### config.mk
export PLATFORM = sky130hd
export DESIGN_NAME = intr_barrier_bank
export DESIGN_NICKNAME = d
export VERILOG_FILES = /design/src/rtl/ibb_pkg.sv /design/src/rtl/ibb_target_decode.sv /design/src/rtl/ibb_or_clear_reg.sv /design/src/rtl/ibb_barrier_detect.sv /design/src/rtl/intr_barrier_bank.sv
export SDC_FILE = /design/constraint.sdc
export NUM_CORES = 1
export LEC_CHECK = 0
export BUFFER_PORTS_ARGS = -buffer_cell sky130_fd_sc_hd__buf_4
export CAP_MARGIN = 10
export CORE_AREA = 8 8 118 120
export CTS_BUF_LIST = sky130_fd_sc_hd__clkbuf_16
export CTS_CLUSTER_DIAMETER = 200
export DETAILED_ROUTE_END_ITERATION = 8
export DIE_AREA = 0 0 126 128
export MAX_ROUTING_LAYER = met4
export PLACE_DENSITY = 0.64
export SKIP_CTS_REPAIR_TIMING = 1
export SLEW_MARGIN = 20
export SYNTH_ARGS = -nofsm -noshare
export SYNTH_HDL_FRONTEND = slang
export SYNTH_SLANG_ARGS = --single-unit
export TNS_END_PERCENT = 100
### constraint.sdc
create_clock -name clk_i -period 3.8 [get_ports clk_i]
set_input_delay 0.76 -clock clk_i [delete_from_list [all_inputs] [get_ports clk_i]]
set_output_delay 0.76 -clock clk_i [all_outputs]
set_load 0.01 [all_outputs]
### src/rtl/ibb_pkg.sv
package ibb_pkg;
  typedef enum logic [1:0] {
    SEL_XPROC = 2'd0,
    SEL_DEV   = 2'd1,
    SEL_BAR   = 2'd2,
    SEL_NONE  = 2'd3
  } reg_sel_e;

  localparam int NUM_REGS = 3;
endpackage

### src/rtl/ibb_target_decode.sv
module ibb_target_decode
  import ibb_pkg::*;
#(
  parameter int NUM_STATIONS  = 4,
  parameter int PROCS_PER_STN = 4,
  localparam int SW = (NUM_STATIONS  > 1) ? $clog2(NUM_STATIONS)  : 1,
  localparam int PW = (PROCS_PER_STN > 1) ? $clog2(PROCS_PER_STN) : 1
) (
  input  logic                     clk_i,
  input  logic                     rst_ni,
  input  logic                     wr_valid_i,
  input  logic [1:0]               wr_sel_i,
  input  logic [NUM_STATIONS-1:0]  wr_route_i,
  input  logic [PROCS_PER_STN-1:0] wr_procs_i,
  input  logic [SW-1:0]            station_id_i,
  input  logic [PW-1:0]            proc_id_i,
  output logic [NUM_REGS-1:0]      wr_en_o
);
  logic stn_hit, proc_hit, targeted;

  assign stn_hit  = (int'(station_id_i) < NUM_STATIONS)  && wr_route_i[station_id_i];
  assign proc_hit = (int'(proc_id_i)    < PROCS_PER_STN) && wr_procs_i[proc_id_i];
  assign targeted = stn_hit && proc_hit;

  always_comb begin
    wr_en_o = '0;
    if (wr_valid_i) begin
      unique case (reg_sel_e'(wr_sel_i))
        SEL_XPROC: wr_en_o[SEL_XPROC] = targeted;
        SEL_DEV:   wr_en_o[SEL_DEV]   = 1'b1;
        SEL_BAR:   wr_en_o[SEL_BAR]   = targeted;
        default:   wr_en_o            = '0;
      endcase
    end
  end

  // at most one register written per request
  p_single_target_r9: assert property (@(posedge clk_i) disable iff (!rst_ni)
    $onehot0(wr_en_o));
  // multicast writes need both masks to select this module
  p_mask_gate_r6: assert property (@(posedge clk_i) disable iff (!rst_ni)
    (wr_en_o[SEL_XPROC] || wr_en_o[SEL_BAR]) |-> (|wr_route_i) && (|wr_procs_i));
endmodule

### src/rtl/ibb_or_clear_reg.sv
module ibb_or_clear_reg #(
  parameter int DATA_W  = 32,
  parameter bit HAS_IRQ = 1'b1
) (
  input  logic              clk_i,
  input  logic              rst_ni,
  input  logic              wr_en_i,
  input  logic [DATA_W-1:0] wr_data_i,
  input  logic              rd_en_i,
  output logic [DATA_W-1:0] q_o,
  output logic              irq_o
);
  logic [DATA_W-1:0] q;

  always_ff @(posedge clk_i or negedge rst_ni) begin
    if (!rst_ni) begin
      q <= '0;
    end else if (rd_en_i) begin
      q <= wr_en_i ? wr_data_i : '0;  // coincident write survives the clear
    end else if (wr_en_i) begin
      q <= q | wr_data_i;
    end
  end

  assign q_o = q;

  generate
    if (HAS_IRQ) begin : g_irq
      logic pend;
      always_ff @(posedge clk_i or negedge rst_ni) begin
        if (!rst_ni)      pend <= 1'b0;
        else if (wr_en_i) pend <= 1'b1;
        else if (rd_en_i) pend <= 1'b0;
      end
      assign irq_o = pend;

      p_raise_r2: assert property (@(posedge clk_i) disable iff (!rst_ni)
        wr_en_i |=> irq_o);
      p_drop_r3: assert property (@(posedge clk_i) disable iff (!rst_ni)
        (rd_en_i && !wr_en_i) |=> !irq_o);
      p_irq_tracks_r2: assert property (@(posedge clk_i) disable iff (!rst_ni)
        (|q_o) |-> irq_o);
    end else begin : g_no_irq
      assign irq_o = 1'b0;
    end
  endgenerate

  p_keep_bits_r1: assert property (@(posedge clk_i) disable iff (!rst_ni)
    !rd_en_i |=> ((q_o & $past(q_o)) == $past(q_o)));
  p_clear_r3: assert property (@(posedge clk_i) disable iff (!rst_ni)
    (rd_en_i && !wr_en_i) |=> (q_o == '0));
  p_collide_r8: assert property (@(posedge clk_i) disable iff (!rst_ni)
    (rd_en_i && wr_en_i) |=> (q_o == $past(wr_data_i)));
endmodule

### src/rtl/ibb_barrier_detect.sv
module ibb_barrier_detect #(
  parameter int DATA_W = 32
) (
  input  logic [DATA_W-1:0] bar_q_i,
  input  logic [DATA_W-1:0] mask_i,
  output logic              done_o
);
  assign done_o = (|mask_i) && ((bar_q_i & mask_i) == mask_i);
endmodule

### src/rtl/intr_barrier_bank.sv
module intr_barrier_bank
  import ibb_pkg::*;
#(
  parameter int DATA_W        = 32,
  parameter int NUM_STATIONS  = 4,
  parameter int PROCS_PER_STN = 4,
  localparam int SW = (NUM_STATIONS  > 1) ? $clog2(NUM_STATIONS)  : 1,
  localparam int PW = (PROCS_PER_STN > 1) ? $clog2(PROCS_PER_STN) : 1
) (
  input  logic                     clk_i,
  input  logic                     rst_ni,
  input  logic [SW-1:0]            station_id_i,
  input  logic [PW-1:0]            proc_id_i,
  input  logic                     wr_valid_i,
  input  logic [1:0]               wr_sel_i,
  input  logic [DATA_W-1:0]        wr_data_i,
  input  logic [NUM_STATIONS-1:0]  wr_route_i,
  input  logic [PROCS_PER_STN-1:0] wr_procs_i,
  input  logic                     rd_valid_i,
  input  logic [1:0]               rd_sel_i,
  output logic [DATA_W-1:0]        rd_data_o,
  input  logic [DATA_W-1:0]        bar_mask_i,
  output logic                     xirq_o,
  output logic                     dirq_o,
  output logic                     bar_done_o
);
  logic [NUM_REGS-1:0] wr_en, rd_en, irq;
  logic [DATA_W-1:0]   q [NUM_REGS];

  ibb_target_decode #(
    .NUM_STATIONS (NUM_STATIONS),
    .PROCS_PER_STN(PROCS_PER_STN)
  ) u_decode (
    .clk_i       (clk_i),
    .rst_ni      (rst_ni),
    .wr_valid_i  (wr_valid_i),
    .wr_sel_i    (wr_sel_i),
    .wr_route_i  (wr_route_i),
    .wr_procs_i  (wr_procs_i),
    .station_id_i(station_id_i),
    .proc_id_i   (proc_id_i),
    .wr_en_o     (wr_en)
  );

  generate
    for (genvar i = 0; i < NUM_REGS; i++) begin : g_reg
      assign rd_en[i] = rd_valid_i && (rd_sel_i == 2'(i));
      ibb_or_clear_reg #(
        .DATA_W (DATA_W),
        .HAS_IRQ(i != int'(SEL_BAR))
      ) u_reg (
        .clk_i    (clk_i),
        .rst_ni   (rst_ni),
        .wr_en_i  (wr_en[i]),
        .wr_data_i(wr_data_i),
        .rd_en_i  (rd_en[i]),
        .q_o      (q[i]),
        .irq_o    (irq[i])
      );
    end
  endgenerate

  always_comb begin
    rd_data_o = '0;
    for (int i = 0; i < NUM_REGS; i++)
      if (rd_en[i]) rd_data_o = q[i];
  end

  assign xirq_o = irq[SEL_XPROC];
  assign dirq_o = irq[SEL_DEV];

  ibb_barrier_detect #(.DATA_W(DATA_W)) u_bar_done (
    .bar_q_i(q[SEL_BAR]),
    .mask_i (bar_mask_i),
    .done_o (bar_done_o)
  );

  // barrier traffic never disturbs the interrupt lines
  p_bar_quiet_r5: assert property (@(posedge clk_i) disable iff (!rst_ni)
    (wr_en[SEL_BAR] && !wr_en[SEL_XPROC] && !rd_en[SEL_XPROC] &&
     !wr_en[SEL_DEV] && !rd_en[SEL_DEV]) |=> ($stable(xirq_o) && $stable(dirq_o)));
  // device writes leave the cross-processor line alone
  p_dev_isolated_r4: assert property (@(posedge clk_i) disable iff (!rst_ni)
    (!wr_en[SEL_XPROC] && !rd_en[SEL_XPROC]) |=> $stable(xirq_o));
  // completion holds until the barrier register is read or the mask moves
  p_done_sticky_r7: assert property (@(posedge clk_i) disable iff (!rst_ni)
    (bar_done_o && !rd_en[SEL_BAR]) |=> (bar_done_o || !$stable(bar_mask_i)));
  p_none_reads_zero_r9: assert property (@(posedge clk_i) disable iff (!rst_ni)
    (rd_valid_i && rd_sel_i == 2'd3) |-> (rd_data_o == '0));
endmodule

; Yosys cells after proc, flatten, opt, wreduce, memory -nomap -nowiden
; Index checks and enable logic that the tools add are counted.
[word_totals]
register_bits = 98
input_bits = 84
out_inout_bits = 35
elab_cells = 51
[classes]
order_cmp = 2
eq_ne = 5
muxes = 24
bitwise = 4
n_reduce_logical = 11
[op_table]
columns = operator, n
row1 = $mux 32, 12
row2 = $or 32x32->32, 3
row3 = $and 32x32->32, 1
row4 = $eq 32x32->1, 1
row5 = $reduce_or 32->1, 1
row6 = $mux 1, 9
row7 = $lt 2x3->1 const B, 2
row8 = $reduce_bool 2->1, 3
row9 = $logic_and 1x1->1, 5
row10 = $bmux 1 s2, 2
row11 = $eq 2x1->1 const B, 2
row12 = $eq 2x2->1 const B, 2
row13 = $logic_not 2->1, 2
row14 = $mux 3, 1

; Depth between registers and ports, before layout
[logic_depth]
word_depth = 7
ltp_mapped = 7

; Modules after synthesis
; Synthesis repeated with hierarchy kept, for this count alone.
[unflattened]
cells_unflattened = 498
area_unflattened_um2 = 5226.3
[modules_own_cells]
columns = mod, n_inst, cells_each, area_per_inst_um2, seq_area_each_um2
row1 = ibb_or_clear_reg at g_reg[0].u_reg ..., 2, 74, 1177.4, 825.8
row2 = ibb_or_clear_reg at g_reg[2].u_reg, 1, 136, 1393.8, 800.8
row3 = intr_barrier_bank, 1, 148, 1059.8, 0.0
row4 = ibb_barrier_detect, 1, 59, 335.3, 0.0
row5 = ibb_target_decode, 1, 7, 82.6, 0.0

; Worst setup path before layout
; OpenSTA, ideal clock, no wires.
[synth_path]
path_kind = in2out
from = input port bar_mask_i[2]
to = output port bar_done_o
arrival_ns = 1.818
required_ns = 3.040
path_slack_ns = 1.222
cell_stages = 4
n_path_buf = 0
cell_sequence = inv_1 o22ai_1 or4_1 nor4_1
[synth_between]
elab_chain_cells = 3
word_cells_on_any_way = 4
cone_classes = eq/ne (1) / bitwise (1) / reduce/logical (2)
[synth_lines]
columns = element, line_no
row1 = start: declaration, intr_barrier_bank.sv:22  ; input logic [DATA_W-1:0] bar_mask_i,
row2 = $and 32x32->32, ibb_barrier_detect.sv:8  ; assign done_o = (|mask_i) && ((bar_q_i & mask_i) == mask_i);
row3 = $eq 32x32->1, ibb_barrier_detect.sv:8
row4 = $logic_and 1x1->1 *, ibb_barrier_detect.sv:8
row5 = end: declaration, intr_barrier_bank.sv:25  ; output logic bar_done_o
; Mark *: on every way between the ends. The rest lies on a longest branch, timed or not.

; Worst setup path in the final report
[layout_path]
from = input port bar_mask_i[14]
to = output port bar_done_o
; Same word-level chain as after synthesis.

==> results.sh <==
export IMPL_status="finished clean"
export IMPL_crit_fanout=2
export IMPL_routabilityCongestion=0.891
export IMPL_setup_tns_ns=0
export IMPL_max_clock_path_buffers=2
export IMPL_cts_htree_levels=3
export IMPL_cts_buffers=9
export IMPL_ys_seq_area_share_pct=52.2
export IMPL_antenna_found_initial=0
export IMPL_mostFrequentLayoutCell="buf_4"
export IMPL_syn_area_per_cell_um2=10.9
export IMPL_irDropWorstVdd_uv=205
export IMPL_pwr_density_cell_nw_per_um2=435
export IMPL_clock_sinks=98
export IMPL_vias_per_cell=5.79
export IMPL_ys_warn_count=0
export IMPL_finalHoldViolCount=0
export IMPL_cp_end_kind="output pin"
export IMPL_drc=0
export IMPL_overflow=0
export IMPL_ys_flop_type="dfrtp_1"
export IMPL_syn_inst=430
export IMPL_final_layout_size_suffix_gt1_share_pct=26.9
export IMPL_wl_mm=15.3
export IMPL_nNetsFinal=618
export IMPL_cp_num_buf_inv=2
export IMPL_die_h_um=128
export IMPL_report_final_setup_viol=0
export IMPL_syn_to_final_growth_pct=27.7
export IMPL_core_um2=12200
export IMPL_path_depth=6
export IMPL_ant_nets=0
export IMPL_synth_edf_count=0
export IMPL_final_cell_mix="buf_4, dfrtp_1, a22o_1"
export IMPL_clockRootBuffer="clkbuf_16"
export IMPL_path_cells="buf_4 -> nor2b_1 -> a2111oi_0 -> nand4_1 -> nor4_1 -> buf_4"
export IMPL_die_w_um=126
export IMPL_avgRoutedWirePerCell_um=22.2
export IMPL_static_leakage_power_nw=2.95
export IMPL_mappedNetlistNets=514
export IMPL_dieArea_um2=16100
export IMPL_fin_crit_sh_pct=84.2
export IMPL_antennaDiodeCount=0
export IMPL_crit_path_start_kind="primary input"
export IMPL_crit_type="primary input to output pin"
export IMPL_grt_max_degree=38
export IMPL_worstReg2RegStart="g_reg[2].u_reg.q_o[30]"
export IMPL_num_rows=41
export IMPL_ys_types=24
export IMPL_crit_top_cell="buf_4"
export IMPL_yosys_register_bits=98
export IMPL_cp_arrival_ns=2.44
export IMPL_syn_cell_area_um2=4700
export IMPL_max_freq_mhz=313
export IMPL_slowest_stage="a2111oi_0"
export IMPL_fin_skew_ns=0
export IMPL_initialDrtViolationCount=319
export IMPL_ff2ff_path_depth=1
export IMPL_drv_cap=0
export IMPL_critPathMaxStageDelay_ns=0.62
export IMPL_insertion_delay_ns=0.34
export IMPL_num_vias=3992
export IMPL_final_cells=689
export IMPL_hold_path_class="primary input to async pin"
export IMPL_worstMarginPinSlew_ns=0.769
export IMPL_relSlewSlack_pct=48.7
export IMPL_maxSlewViolCount=0
export IMPL_crit_family="simple AND/OR/NAND/NOR gates"
export IMPL_hpwl_mm=10.5
export IMPL_min_period_ns=3.20
export IMPL_grt_pass1_wl_mm=24.1
export IMPL_io_buffers=118
export IMPL_placedCellCount=673
export IMPL_drt_first_pass_iters=5
export IMPL_start_util_pct=38.5
export IMPL_ios=119
export IMPL_fin_area_um2=6000
export IMPL_cts_tree="done"
export IMPL_grt_usage_pct=19.5
export IMPL_grt_pass1_vias=4278
export IMPL_r2r_end="g_reg[2].u_reg.q_o[30]"
export IMPL_async_flop_share_pct=100
export IMPL_grt_setup_unrepaired="no"
export IMPL_clk_pin_slew_worst_paths_ns=0.07
export IMPL_cp_data_required_time_ns=3.04
export IMPL_whs_ns=0.384
export IMPL_place_area_um2=5710
export IMPL_reg2reg_slack_ns=3.04
==> synth_stat cells, types with 3 or more instances <==
library cell	instances	area, um^2
o21ai_0	32	160
mux2i_1	32	320
nor2b_1	13	81.3
and2_1	32	200
inv_1	21	78.8
a2111oi_0	4	35.0
a22o_1	94	823
o22ai_1	8	50.1
nand4_1	3	18.8
nand2_1	34	128
nor4_1	9	56.3
buf_2	12	60.1
clkbuf_1	22	82.6
dfrtp_1	98	2450
==> per-layer routing <==
metal | GRT usage, % | part of all wire (%) | up-vias
li1 | - | - | 1788
met1 | 25.4 | 46 | 2032
met2 | 30.5 | 47 | 152
met3 | 3.00 | 5.1 | 20
met4 | 6.72 | 1.9 | 0
met5 | - | 0 | -
==> registers in the layout (all words and copies together), names as in the netlist <==
register       flops
g.u_reg.irq_o      2
g.u_reg.q_o       96
==> worst max path at each step <==
stage	start	endpoint
floorplan	bar_mask_i[2]	bar_done_o
global placement	bar_mask_i[14]	bar_done_o
detailed placement	bar_mask_i[14]	bar_done_o
CTS	bar_mask_i[14]	bar_done_o
global route	bar_mask_i[14]	bar_done_o
finish	bar_mask_i[14]	bar_done_o
==> report_power, final <==
part / internal, mW / switching (mW) / leakage (nW)
clock network: 0.503 / 0.383 / 0.139
registers: 1.17 / 0.0892 / 1.29
logic: 0.247 / 0.213 / 1.52
==> metrics by stage <==
step                      worst slack, ns  util [%]  total power [mW]
after floorplan                      1.22         -              1.50
after global placement              0.657      46.8              1.73
after detailed placement            0.619      46.8              1.74
after CTS                           0.616      49.1              2.62
after global routing                0.527      49.1              2.72
final                               0.601      49.1              2.61
==> layout make-up <==
cell class,count,area (um^2)
Clock inverter,7,61.3
Fill cell,1165,6210
Sequential cell,98,2450
Timing Repair Buffer,127,953
Tap cell,150,188
Clock buffer,9,225
Multi-Input combinational cell,277,2040
Inverter,21,78.8
==> logic make-up after synthesis <==
family,share of synthesized area (%)
compound gates,23.5
simple gates,11.8
flops,52.2
buf+inv,4.71
mux,7.78
Power figures use the tool's default switching activity.
